**config.mk**
```make
export PLATFORM = sky130hd
export DESIGN_NAME = keymatrix_scanner
export DESIGN_NICKNAME = d
export VERILOG_FILES = /design/src/rtl/kscan_pkg.sv /design/src/rtl/kscan_dp.sv /design/src/rtl/kscan_ctrl.sv /design/src/rtl/keymatrix_scanner.sv
export SDC_FILE = /design/constraint.sdc
export NUM_CORES = 1
export LEC_CHECK = 0
export CAP_MARGIN = 40
export CORE_ASPECT_RATIO = 1.25
export CORE_MARGIN = 5
export CORE_UTILIZATION = 25
export DETAILED_ROUTE_END_ITERATION = 10
export HOLD_SLACK_MARGIN = 0.06
export PLACE_DENSITY = 0.49
export SYNTH_ARGS = -nofsm -noshare
export SYNTH_HDL_FRONTEND = slang
export SYNTH_SLANG_ARGS = --single-unit
```
**constraint.sdc**
```tcl
create_clock -name clk -period 1.7 [get_ports clk]
set_input_delay 0.34 -clock clk [delete_from_list [all_inputs] [get_ports clk]]
set_output_delay 0.34 -clock clk [all_outputs]
set_load 0.02 [all_outputs]
```
**src/rtl/kscan_pkg.sv**
```systemverilog
package kscan_pkg;
  localparam int KS_ROWS  = 5;
  localparam int KS_COLS  = 5;
  localparam int KS_ROW_W = $clog2(KS_ROWS);
  localparam int KS_KEYS  = KS_ROWS * KS_COLS;

  // strobes from control to datapath
  typedef struct packed {
    logic                sample;   // capture columns into the current row slice
    logic                snapLoad; // refresh idle column snapshot
    logic [KS_ROW_W-1:0] row;      // row currently driven
  } kscan_strobe_t;

  typedef enum logic [1:0] {
    ST_SETTLE = 2'd0,
    ST_IDLE   = 2'd1,
    ST_SCAN   = 2'd2
  } kscan_state_e;
endpackage

```
**src/rtl/kscan_dp.sv**
```systemverilog
module kscan_dp
  import kscan_pkg::*;
#(
  parameter int SYNC_STAGES = 2
) (
  input  logic                clk,
  input  logic                rstN,
  input  logic [KS_COLS-1:0]  colN,
  input  kscan_strobe_t       strobe,
  output logic                colChange,
  output logic [KS_KEYS-1:0]  keyState
);
  logic [KS_COLS-1:0] syncReg [SYNC_STAGES];
  logic [KS_COLS-1:0] colSync;
  logic [KS_COLS-1:0] idleSnap;

  // column synchronizer chain
  genvar s;
  generate
    for (s = 0; s < SYNC_STAGES; s++) begin : g_sync
      always_ff @(posedge clk or negedge rstN) begin
        if (!rstN) syncReg[s] <= '1;
        else if (s == 0) syncReg[s] <= colN;
        else syncReg[s] <= syncReg[(s == 0) ? 0 : s-1];
      end
    end
  endgenerate
  assign colSync = syncReg[SYNC_STAGES-1];

  // idle snapshot and change detection
  always_ff @(posedge clk or negedge rstN) begin
    if (!rstN) idleSnap <= '1;
    else if (strobe.snapLoad) idleSnap <= colSync;
  end
  assign colChange = (colSync != idleSnap);

  // per-row key state slices
  genvar r;
  generate
    for (r = 0; r < KS_ROWS; r++) begin : g_row
      always_ff @(posedge clk or negedge rstN) begin
        if (!rstN) keyState[r*KS_COLS +: KS_COLS] <= '0;
        else if (strobe.sample && strobe.row == KS_ROW_W'(r))
          keyState[r*KS_COLS +: KS_COLS] <= ~colSync;
      end
    end
  endgenerate


  key_hold_chk: assert property (@(posedge clk) disable iff (!rstN)
    !strobe.sample |=> $stable(keyState));


  snap_hold_chk: assert property (@(posedge clk) disable iff (!rstN)
    !strobe.snapLoad |=> $stable(idleSnap));
endmodule

```
**src/rtl/kscan_ctrl.sv**
```systemverilog
module kscan_ctrl
  import kscan_pkg::*;
#(
  parameter int TICKS_PER_ROW = 8,
  parameter int SYNC_STAGES   = 2
) (
  input  logic               clk,
  input  logic               rstN,
  input  logic               colChange,
  input  logic               stopScan,
  output kscan_strobe_t      strobe,
  output logic [KS_ROWS-1:0] rowN,
  output logic               irq
);
  localparam int TICK_W     = (TICKS_PER_ROW > 1) ? $clog2(TICKS_PER_ROW) : 1;
  localparam int SETTLE_W   = $clog2(SYNC_STAGES + 1) + 1;
  localparam logic [TICK_W-1:0]   TICK_LAST = TICK_W'(TICKS_PER_ROW - 1);
  localparam logic [KS_ROW_W-1:0] ROW_LAST  = KS_ROW_W'(KS_ROWS - 1);
  localparam logic [SETTLE_W-1:0] SETTLE_LD = SETTLE_W'(SYNC_STAGES);

  initial begin
    if (TICKS_PER_ROW < SYNC_STAGES + 2)
      $error("TICKS_PER_ROW too small for synchronizer depth");
  end

  kscan_state_e         state;
  logic [TICK_W-1:0]    tick;
  logic [KS_ROW_W-1:0]  rowIdx;
  logic [SETTLE_W-1:0]  settleCnt;
  logic                 rowEnd;

  function automatic logic [KS_ROWS-1:0] rowDrive(input logic [KS_ROW_W-1:0] idx);
    return ~(KS_ROWS'(1) << idx);
  endfunction

  function automatic logic [KS_ROWS-1:0] rotl(input logic [KS_ROWS-1:0] v);
    return {v[KS_ROWS-2:0], v[KS_ROWS-1]};
  endfunction

  assign rowEnd = (state == ST_SCAN) && (tick == TICK_LAST);

  always_comb begin
    strobe.sample   = rowEnd && !stopScan;
    strobe.snapLoad = (state == ST_SETTLE);
    strobe.row      = rowIdx;
  end

  always_ff @(posedge clk or negedge rstN) begin
    if (!rstN) begin
      state     <= ST_SETTLE;
      settleCnt <= SETTLE_LD;
      tick      <= '0;
      rowIdx    <= '0;
      irq       <= 1'b0;
      rowN      <= '0;
    end else begin
      unique case (state)
        ST_SETTLE: begin
          if (settleCnt == '0) state <= ST_IDLE;
          else settleCnt <= settleCnt - 1'b1;
        end
        ST_IDLE: begin
          if (colChange) begin
            state  <= ST_SCAN;
            tick   <= '0;
            rowIdx <= '0;
            rowN   <= rowDrive('0);
          end
        end
        ST_SCAN: begin
          if (stopScan) begin
            state     <= ST_SETTLE;
            settleCnt <= SETTLE_LD;
            irq       <= 1'b0;
            rowN      <= '0;
          end else if (rowEnd) begin
            tick <= '0;
            if (rowIdx == ROW_LAST) begin
              rowIdx <= '0;
              irq    <= 1'b1;
              rowN   <= rowDrive('0);
            end else begin
              rowIdx <= rowIdx + 1'b1;
              rowN   <= rowDrive(rowIdx + 1'b1);
            end
          end else begin
            tick <= tick + 1'b1;
          end
        end
        default: state <= ST_SETTLE;
      endcase
    end
  end


  idle_rows_chk: assert property (@(posedge clk) disable iff (!rstN)
    (state != ST_SCAN) |-> (rowN == '0 && !irq));


  idle_start_chk: assert property (@(posedge clk) disable iff (!rstN)
    (state == ST_IDLE && colChange) |=> (state == ST_SCAN && rowN == rowDrive('0)));


  row_walk_chk: assert property (@(posedge clk) disable iff (!rstN)
    (state == ST_SCAN && $past(state == ST_SCAN) && rowN != $past(rowN))
      |-> rowN == rotl($past(rowN)));


  row_single_chk: assert property (@(posedge clk) disable iff (!rstN)
    (state == ST_SCAN) |-> ($countones(~rowN) == 1));


  irq_hold_chk: assert property (@(posedge clk) disable iff (!rstN)
    (irq && !stopScan) |=> irq);


  irq_rise_chk: assert property (@(posedge clk) disable iff (!rstN)
    $rose(irq) |-> $past(rowN) == rowDrive(ROW_LAST));


  stop_clear_chk: assert property (@(posedge clk) disable iff (!rstN)
    (state == ST_SCAN && stopScan) |=> (!irq && rowN == '0));
endmodule

```
**src/rtl/keymatrix_scanner.sv**
```systemverilog
module keymatrix_scanner
  import kscan_pkg::*;
#(
  parameter int TICKS_PER_ROW = 8,
  parameter int SYNC_STAGES   = 2
) (
  input  logic                clk,
  input  logic                rstN,
  input  logic [KS_COLS-1:0]  colN,
  input  logic                stopScan,
  output logic [KS_ROWS-1:0]  rowN,
  output logic [KS_KEYS-1:0]  keyState,
  output logic                irq
);
  kscan_strobe_t strobe;
  logic          colChange;

  kscan_ctrl #(
    .TICKS_PER_ROW(TICKS_PER_ROW),
    .SYNC_STAGES  (SYNC_STAGES)
  ) u_ctrl (
    .clk      (clk),
    .rstN     (rstN),
    .colChange(colChange),
    .stopScan (stopScan),
    .strobe   (strobe),
    .rowN     (rowN),
    .irq      (irq)
  );

  kscan_dp #(
    .SYNC_STAGES(SYNC_STAGES)
  ) u_dp (
    .clk      (clk),
    .rstN     (rstN),
    .colN     (colN),
    .strobe   (strobe),
    .colChange(colChange),
    .keyState (keyState)
  );
endmodule

```
Word-level counts from Yosys, hierarchy flattened

Index checks and enable logic that the tools add are counted.
Widths: inputs -> output; s select.

Bitwise logic cells: 2
Shift operators: 1
Muxes and demuxes: 23
Equal/unequal tests: 15
$add $sub $neg: 3
Reduce and logical (&&, ||, !) cells: 21

Operators with widths:

| kind                | number |
|---|---|
| $mux 3              | 8 |
| $mux 5              | 4 |
| $pmux 3 s2          | 3 |
| $reduce_and 3->1    | 5 |
| $not 5->5           | 2 |
| $pmux 5 s2          | 1 |
| $ne 2x2->1 const B  | 4 |
| $reduce_bool 2->1   | 4 |
| $logic_and 1x1->1   | 7 |
| $add 3x1->3 const B | 2 |
| $eq 3x2->1 const B  | 2 |
| $eq 3x3->1 const B  | 2 |
| $logic_not 3->1     | 2 |
| $mux 2              | 3 |
| $pmux 2 s3          | 1 |
| $ne 5x5->1          | 1 |
| $shl 1x3->5 const A | 1 |
| $ne 2x1->1 const B  | 2 |
| $reduce_and 4->1    | 1 |
| $eq 3x1->1 const B  | 1 |
| $mux 1              | 3 |
| $ne 3x2->1 const B  | 1 |
| $sub 3x1->3 const B | 1 |
| $eq 2x1->1 const B  | 1 |
| 3 further kinds     | 3 |

Logic and storage cells: 79
Output and inout bits: 31
Bits in registers: 57

Depth between registers and ports, before layout

Gate-level depths: netlist of run 1.

Depth after elaboration: 7
Depth in mapped cells: 7
Gate-level depth less buffers: 6

By module

From an unflattened synthesis of run 1, not the netlist that was laid out.

Cell total of the unflattened synthesis: 210
Area total of the unflattened synthesis: 2457.4 um^2

By module, submodules not included:

| module     | instances | area each (um^2) | seq. area each (um^2) | cells an instance |
|---|---|---|---|---|
| kscan_dp   | 1         | 1455.1           | 1019.7                | 111 |
| kscan_ctrl | 1         | 1002.2           | 426.7                 | 99 |

Worst setup path before layout of run 1

Ideal clock, no wire load.

Kind: register -> register
From: reg u_ctrl.state[0]
To: reg u_ctrl.rowN[0]
Arrival time: 1.467 ns
Data required time: 1.575 ns
Cell stages (with the launch flop): 8
Path slack: 0.108 ns
Cells stage by stage: dfrtp_1 -> inv_1 -> ha_1 -> nand2b_1 -> buf_4 -> o21ai_2 -> a21oi_4 -> mux2_2

Longest elaborated chain between the ends: 4
Elaborated cells on any way between the ends: 8
Those cells by class: eq/ne (4); mux (1); reduce/logical (3)

RTL lines:

| what                              | line                               | source |
|---|---|---|
| from (decl)                       | kscan_ctrl.sv:26                   | `kscan_state_e state;` |
| from (signal assigned)            | kscan_ctrl.sv:50                   | `state <= ST_SETTLE;` |
| from (signal assigned)            | kscan_ctrl.sv:59                   | `if (settleCnt == '0) state <= ST_IDLE;` |
| from (signal assigned)            | kscan_ctrl.sv:64                   | `state <= ST_SCAN;` |
| $eq 2x2->1                        | kscan_ctrl.sv:40, kscan_ctrl.sv:57 |  |
| $logic_and 1x1->1                 | kscan_ctrl.sv:40                   | `assign rowEnd = (state == ST_SCAN) && (tick == TICK_LAST);` |
| $ne 3x2->1 (no source line)       | n/a                                |  |
| $reduce_and 3->1 (no source line) | n/a                                |  |
| to (signal assigned)              | kscan_ctrl.sv:67                   | `rowN <= rowDrive('0);` |
| to (signal assigned)              | kscan_ctrl.sv:81                   | `rowN <= rowDrive('0);` |
| to (signal assigned)              | kscan_ctrl.sv:84                   | `rowN <= rowDrive(rowIdx + 1'b1);` |
| to (decl)                         | kscan_ctrl.sv:12                   | `output logic [KS_ROWS-1:0] rowN,` |

Parallel ways exist; a longest one is shown, timed or not.
A chain may end at the register's enable or synchronous reset.

Final worst setup path of run 1

From: reg u_dp.keyState[13]
To: out keyState[13]

RTL lines:

| what                              | line                    | source |
|---|---|---|
| from (decl)                       | kscan_dp.sv:11          | `output logic [KS_KEYS-1:0] keyState` |
| from (signal, indexed assignment) | kscan_dp.sv:44          | `keyState[r*KS_COLS +: KS_COLS] <= ~colSync;` |
| to (decl)                         | keymatrix_scanner.sv:12 | `output logic [KS_KEYS-1:0] keyState,` |

No word-level cell between the ends.

==> metrics.md, run 1 <==
| Metric | Value |
|---|---|
| GRT overflow | 0 |
| Warnings from Yosys | 0 |
| DP Cell Count | around 400 |
| Post-Synthesis Cells | 214 |
| Layout cell share with drive strength beyond 1 | between 30% and 40% |
| Post-synthesis mux area share | 5.449% |
| CP delay by family, top | buffers and inverters |
| H-tree levels | 3 |
| Final setup violation count | 0 |
| Fin crit share | a little over nine tenths |
| Largest net degree at the start of global routing | 58 |
| Routed length on met3 | between 300 and 400 µm |
| Count leader, synth | dfrtp_1 |
| Hold WC Path Type | flop to flop |
| Avg Cell Area, Syn | between 10 and 15 µm² |
| Largest family of logic cells by synthesized area | compound AO/OA/AOI/OAI gates |
| Antenna cells | 0 |
| Clock sinks | 57 |
| Synth area leaders | dfrtp_1 41%, dfstp_2 17%, ha_1 7.6% |
| RSZ-0062 raised after global routing | false |
| Boundary pin count | 39 |
| Fin Clk Skew | between 0.004 and 0.005 ns |
| WL/cell | ~13 µm |
| Setup crit end kind | output port |
| Met1 Wirelength | 2.312 mm |
| CP max-delay cell | clkdlybuf4s50_1 |
| Area Overhead vs Synth | 45.61% |
| Synth Area in Compound Gates | 13.12% |
| Peak VDD IR | about 0.44 mV |
| Seq/Total Area, Yosys | about three fifths |
| Max-Cap Viols | 0 |
| Root buffer cell | clkbuf_16 |
| Vias | ~1800 |
| Max-slew violations | 0 |
| Period minus WS final | between 1.5 and 2 ns |
| Buf+Inv Stages, Crit Path | 1 |
| Post-synthesis adder-cell area fraction | about 7.6% |
| Syn Nets | approximately 240 |
| Clock latency on the worst-skew pair | approximately 0.33 ns |
| RePlAce Congestion | approximately 0.75 |
| Synth cell count leaders | 41 x dfrtp_1, 34 x o21ai_0, 31 x nand2_1 |
| F_max | about 600 MHz |
| Crit path max fanout | 2 |
| WS Path Type | flop to output port |
| CTS tree | yes |
| Critical path's largest stage delay | around 0.6 ns |
| Top cell type's share of synthesized area | around two fifths |
| Post-Synth Simple-Gate Area | 11.15% |
| Min Hold Slack | 0.3548 ns |
| Power Total | ~5000 µW |
| Critical path cell sequence | clkdlybuf4s50_1 |
| Length of the first detailed-routing pass in iterations | 5 |
| Inserted Clock Buffers | 9 |
| Met2 wire length | roughly 3 mm |
| Clock transition at path regs | ~0.050 ns |
| DRC | 0 |
| FFs w/ async S/R, synth | 100.0% |
| Final hold violation count | 0 |
| Worst slew pin tran | about 0.31 ns |
| Leak Pwr | between 0.0015 and 0.002 µW |
| Count of cell types in the netlist | 35 |
| Highest Signal Layer | met4 |
| Core footprint | between 9000 and 10000 µm² |
| Tot GR Track Use | a little over a tenth |
| Fin util | 37.38% |
| DP Area | about 3200 µm² |
| Yosys top cell by area | dfrtp_1 |
| Die width | between 90 and 100 µm |
| Drt via density | roughly 4.3 |
| Netlist Area Pre-Place | between 2000 and 2500 µm² |
| Synth Area in XOR/XNOR | 1.766% |
| Final HPWL DP | around 4.1 mm |
| Number of synthesized flops with an enable pin | 0 |
| Initial core utilization | 25.67% |
| FF+latch count, synth | 57 |
| Outcome | complete, no violations |
| Chip height | ~120 µm |
| Layout net count | roughly 310 |
| Vias in the first global route | between 1500 and 2000 |
| Antenna Nets Post-Route | 0 |
| Main synth FF type | dfrtp_1 |
| Cell Rows | 40 |
| Pwr/cell area | between 1000 and 1500 nW/µm² |
| PortBufs | 38 |
| # fillers | roughly 970 |
| Post-route cell area | approximately 3600 µm² |
| Slew HR | between 70% and 80% |
| Global-route wire length before repair | approximately 9.5 mm |
| CP required | 1.36 ns |
| Clock Tree Buf Depth | 2 |
| Critical Path AT | around 1.3 ns |
| Initial antenna violation count | 0 |
| Critical Path Start Type | flop |
| Layout Cells excl Fill | 421 |
| Final Routed Wirelength | around 5.7 mm |
| Die area | approximately 12000 µm² |
| Detailed Route Iter0 Violations | 30 |
report_power, final:
part           total (µW)  internal, µW  switching, µW
clock                1890          1240            657
combinational        1400           716            685
sequential           1730          1610            117
total                5020          3560           1460
final timing paths:
path                                               start                           end  slack (ns)  cells after the start
max                        u_dp.keyState[13]$_DFFE_PN0P_                  keyState[13]        0.06                      1
min                            u_dp.syncReg[8]$_DFF_PN1_     u_dp.colSync[3]$_DFF_PN1_        0.35                      0
max reg2reg                  u_ctrl.state[1]$_DFFE_PN0P_    u_ctrl.rowN[4]$_DFFE_PN0P_        0.08                      6
min reg2reg                    u_dp.syncReg[8]$_DFF_PN1_     u_dp.colSync[3]$_DFF_PN1_        0.35                      0
max in group asynchronous                           rstN  u_dp.idleSnap[2]$_DFFE_PN1N_        0.85                      3
min in group asynchronous                           rstN        u_ctrl.irq$_DFFE_PN0P_        0.53                      3
per-stage QoR:
stage | worst slack [ns] | TNS, ns
floorplan | 0.1081 | 0
global placement | -0.06378 | -0.7794
detailed placement | -0.09745 | -1.233
CTS | 0.008112 | 0
global route | 0.0005274 | 0
finish | 0.05529 | 0
placed cells by master (no fill, tap or decap), types with 2 or more instances in the layout:
cell type        instances
a32o_1                   4
a21oi_1                  2
o21ai_0                 32
buf_4                   31
nor3_1                   4
xnor2_1                  5
nand3_1                  5
clkbuf_16               10
dfrtp_1                 41
and3_1                   3
dfstp_2                 16
inv_6                    2
clkdlybuf4s50_1         35
ha_1                    12
clkinv_4                 2
inv_1                    8
nor2_1                   3
mux2_2                  12
o21ai_1                  2
a22o_1                   2
and2_1                   2
nand2_1                 30
o22ai_1                  2
a31oi_1                  2
dlymetal6s2s_1           2
ha_4                     2
final cells by class:
type	instances	area (µm²)	share of cell area, %
sequential	57	1446	40.06
timing repair buffer	71	643.1	17.81
inverter	9	33.78	0.9356
clock inverter	6	71.32	1.975
tap	126	157.7	4.366
multi-input combinational	142	1008	27.93
clock buffer	10	250.2	6.930
registers in the layout, summed over array words and instances (netlist names):
register / cells
u_dp.idleSnap: 5
u_ctrl.state: 2
u_ctrl.settleCnt: 3
u_dp.syncReg: 5
u_ctrl.rowN: 5
u_dp.keyState: 25
u_dp.colSync: 5
u_ctrl.irq: 1
u_ctrl.rowIdx: 3
u_ctrl.tick: 3
per-layer routing:
layer,vias up,track usage (%)
met5,-,0
met4,0,5.124
met3,8,4.658
met2,34,17.61
met1,877,11.41
li1,902,-
logic make-up after synthesis:
kind of cell	Yosys count
AOI/OAI and AO/OA	52
adders and majority gates	15
muxes	12
and+or+nand+nor	58
xor gates and xnor gates	5
buffers and inverters	15
DFF	57
timing repair:
action | CTS | global route
hold buffers | 1 | 0
buffers inserted | 0 | 1
endpoints found under the setup margin | 22 | 34
gates cloned | 0 | 0
endpoints found under the hold margin | 41 | 0
gates resized for setup | 2 | 10
No activity file was read; power rests on OpenSTA's default activity.
==> run 2, diff against run 1 <==
--- a/config.mk
+++ b/config.mk
@@ -12,6 +12,7 @@
 export DETAILED_ROUTE_END_ITERATION = 10
 export HOLD_SLACK_MARGIN = 0.06
 export PLACE_DENSITY = 0.49
+export RECOVER_POWER = 100
 export SYNTH_ARGS = -nofsm -noshare
 export SYNTH_HDL_FRONTEND = slang
 export SYNTH_SLANG_ARGS = --single-unit
==> run 2 against run 1 <==
Compared with the run above: clock-buffer cell count stayed put; cell count stayed put; register-to-register slack hardly changed; combinational power hardly changed; clock skew hardly changed; critical path depth stayed put; total power is 0.24% lower; maximum frequency hardly changed; setup slack worse by 0.00082 ns; die area stayed put; sequential power hardly changed; via count is 0.16% lower; largest power group unchanged.
==> metrics.md, run 2 (synthesis gave the netlist of run 1 again) <==
| Metric | Value |
|---|---|
| CP required | 1.36 ns |
| Vias | between 1500 and 2000 |
| Fin crit share | 96.80% |
| Chip height | around 120 µm |
| CP delay by family, top | buffers and inverters |
| Final Routed Wirelength | ~5.7 mm |
| Crit path max fanout | 2 |
| Pwr/cell area | 1402 nW/µm² |
| Worst slew pin tran | 0.7813 ns |
| Hold WC Path Type | flop to flop |
| Clock sinks | 57 |
| RePlAce Congestion | roughly 0.75 |
| Clock Tree Buf Depth | 2 |
| Root buffer cell | clkbuf_16 |
| Largest Register | u_dp.keyState |
| Vias in the first global route | around 1800 |
| R2R Path Start | u_ctrl.state[1]$_DFFE_PN0P_ |
| Tot GR Track Use | 10.58% |
| Global-route wire length before repair | 9.459 mm |
| Max-slew violations | 0 |
| CTS tree | yes |
| Largest register FFs | 25 |
| GRT overflow | 0 |
| Critical Path Start Type | flop |
| Leak Pwr | around 0.0015 µW |
| Critical Path AT | about 1.3 ns |
| Fin util | approximately 37% |
| Area Overhead vs Synth | 44.15% |
| # fillers | approximately 980 |
| Hold Path Depth | 0 |
| Commonest cells after routing, fill and taps aside | 41 x dfrtp_1, 32 x o21ai_0, 30 x nand2_1, 30 x clkdlybuf4s50_1, 29 x buf_4 |
| Clock latency on the worst-skew pair | 0.33 ns |
| Critical path's largest stage delay | 0.61 ns |
| Cell Rows | 40 |
| Die area | 12020 µm² |
| DRC | 0 |
| Initial core utilization | about a quarter |
| Fin Clk Skew | 0.004912 ns |
| Length of the first detailed-routing pass in iterations | 4 |
| Max-Cap Viols | 0 |
| WS Path Type | flop to output port |
| Outcome | complete, no violations |
| Final HPWL DP | between 4 and 5 mm |
| Final hold violation count | 0 |
| RSZ-0062 raised after global routing | false |
| Core footprint | ~9700 µm² |
| Layout cell share with drive strength beyond 1 | slightly below 30% |
| FF-to-FF setup slack | about 0.080 ns |
| Peak VDD IR | approximately 0.44 mV |
| Inserted Clock Buffers | 9 |
| Most common cell after layout, fill and taps aside | dfrtp_1 |
| Die width | a little under 100 µm |
| Slew HR | a little under half |
| Period minus WS final | 1.646 ns |
| PortBufs | 38 |
| Critical path cell sequence | clkdlybuf4s50_1 |
| Reg-to-reg endpoint | u_ctrl.rowN[4]$_DFFE_PN0P_ |
| Hold_sp | u_dp.syncReg[8]$_DFF_PN1_ |
| Drt via density | 4.318 |
| Detailed Route Iter0 Violations | 40 |
| F_max | just over 600 MHz |
| Antenna Nets Post-Route | 0 |
| Worst reg2reg path depth | 6 |
| Antenna cells | 0 |
| Buf+Inv Stages, Crit Path | 1 |
| Layout net count | 313 |
| WL/cell | around 13 µm |
| Setup crit end kind | output port |
| Boundary pin count | 39 |
| Final setup violation count | 0 |
| CP max-delay cell | clkdlybuf4s50_1 |
| Largest net degree at the start of global routing | 58 |
| Initial antenna violation count | 0 |
| Power Total | about 5000 µW |
| H-tree levels | 3 |
| Clock transition at path regs | approximately 0.050 ns |
| Hold-critical path endpoint | u_dp.colSync[3]$_DFF_PN1_ |
-- run 2: per-layer routing --
layer	part of all wire [%]	GRT usage, %	up-vias
met1	41	11.41	880
met3	5.3	4.658	8
met5	0	0	-
met2	52	17.61	28
met4	2.0	5.124	0
li1	-	-	902
-- run 2: what timing repair did --
item / 4_1_cts / 5_1_grt
setup buffers: 0 / 1
gates resized for setup: 2 / 10
hold endpoints to repair: 41 / 0
hold buffers: 1 / 0
endpoints found under the setup margin: 22 / 34
gates cloned: 0 / 0
-- run 2: final cells by class --
class | count | area [µm²] | share of cell area (%)
flip-flops and latches | 57 | 1446 | 40.46
well taps | 126 | 157.7 | 4.410
inverters | 9 | 33.78 | 0.9450
clock inverters | 6 | 71.32 | 1.995
multi-input cells | 142 | 1008 | 28.21
repair buffers | 71 | 606.8 | 16.98
clock buffers | 10 | 250.2 | 7.000
-- run 2: power breakdown --
group | switching (µW) | total [µW] | internal, µW
clock | 657 | 1890 | 1240
combinational | 683 | 1390 | 706
sequential | 116 | 1730 | 1610
total | 1460 | 5010 | 3550
-- run 2: how the worst max path moves through the flow --
stage                                        from                          end  cells after the start
CTS                   u_ctrl.state[0]$_DFFE_PN0P_  u_ctrl.state[0]$_DFFE_PN0P_                      6
global placement                         stopScan   u_ctrl.rowN[2]$_DFFE_PN0P_                      5
finish              u_dp.keyState[11]$_DFFE_PN0P_                 keyState[11]                      1
global route          u_ctrl.state[1]$_DFFE_PN0P_   u_ctrl.rowN[3]$_DFFE_PN0P_                      6
floorplan             u_ctrl.state[0]$_DFFE_PN0P_   u_ctrl.rowN[0]$_DFFE_PN0P_                      7
detailed placement                       stopScan   u_ctrl.rowN[4]$_DFFE_PN0P_                      5
-- run 2: per-stage QoR --
step / area, µm² / setup WS, ns / std cells / setup TNS, ns / hold WS (ns)
4_1_cts: 3561 / 0.008112 / 420 / 0 / 0.3559
2_1_floorplan: 2480 / 0.1081 / 214 / 0 / 0.04441
3_5_place_dp: 3227 / -0.09745 / 403 / -1.233 / 0.3484
5_1_grt: 3575 / 0.0005274 / 421 / 0 / 0.3568
3_3_place_gp: 3227 / -0.06378 / 403 / -0.7794 / 0.3482
6_report: 3575 / 0.05447 / 421 / 0 / 0.3548
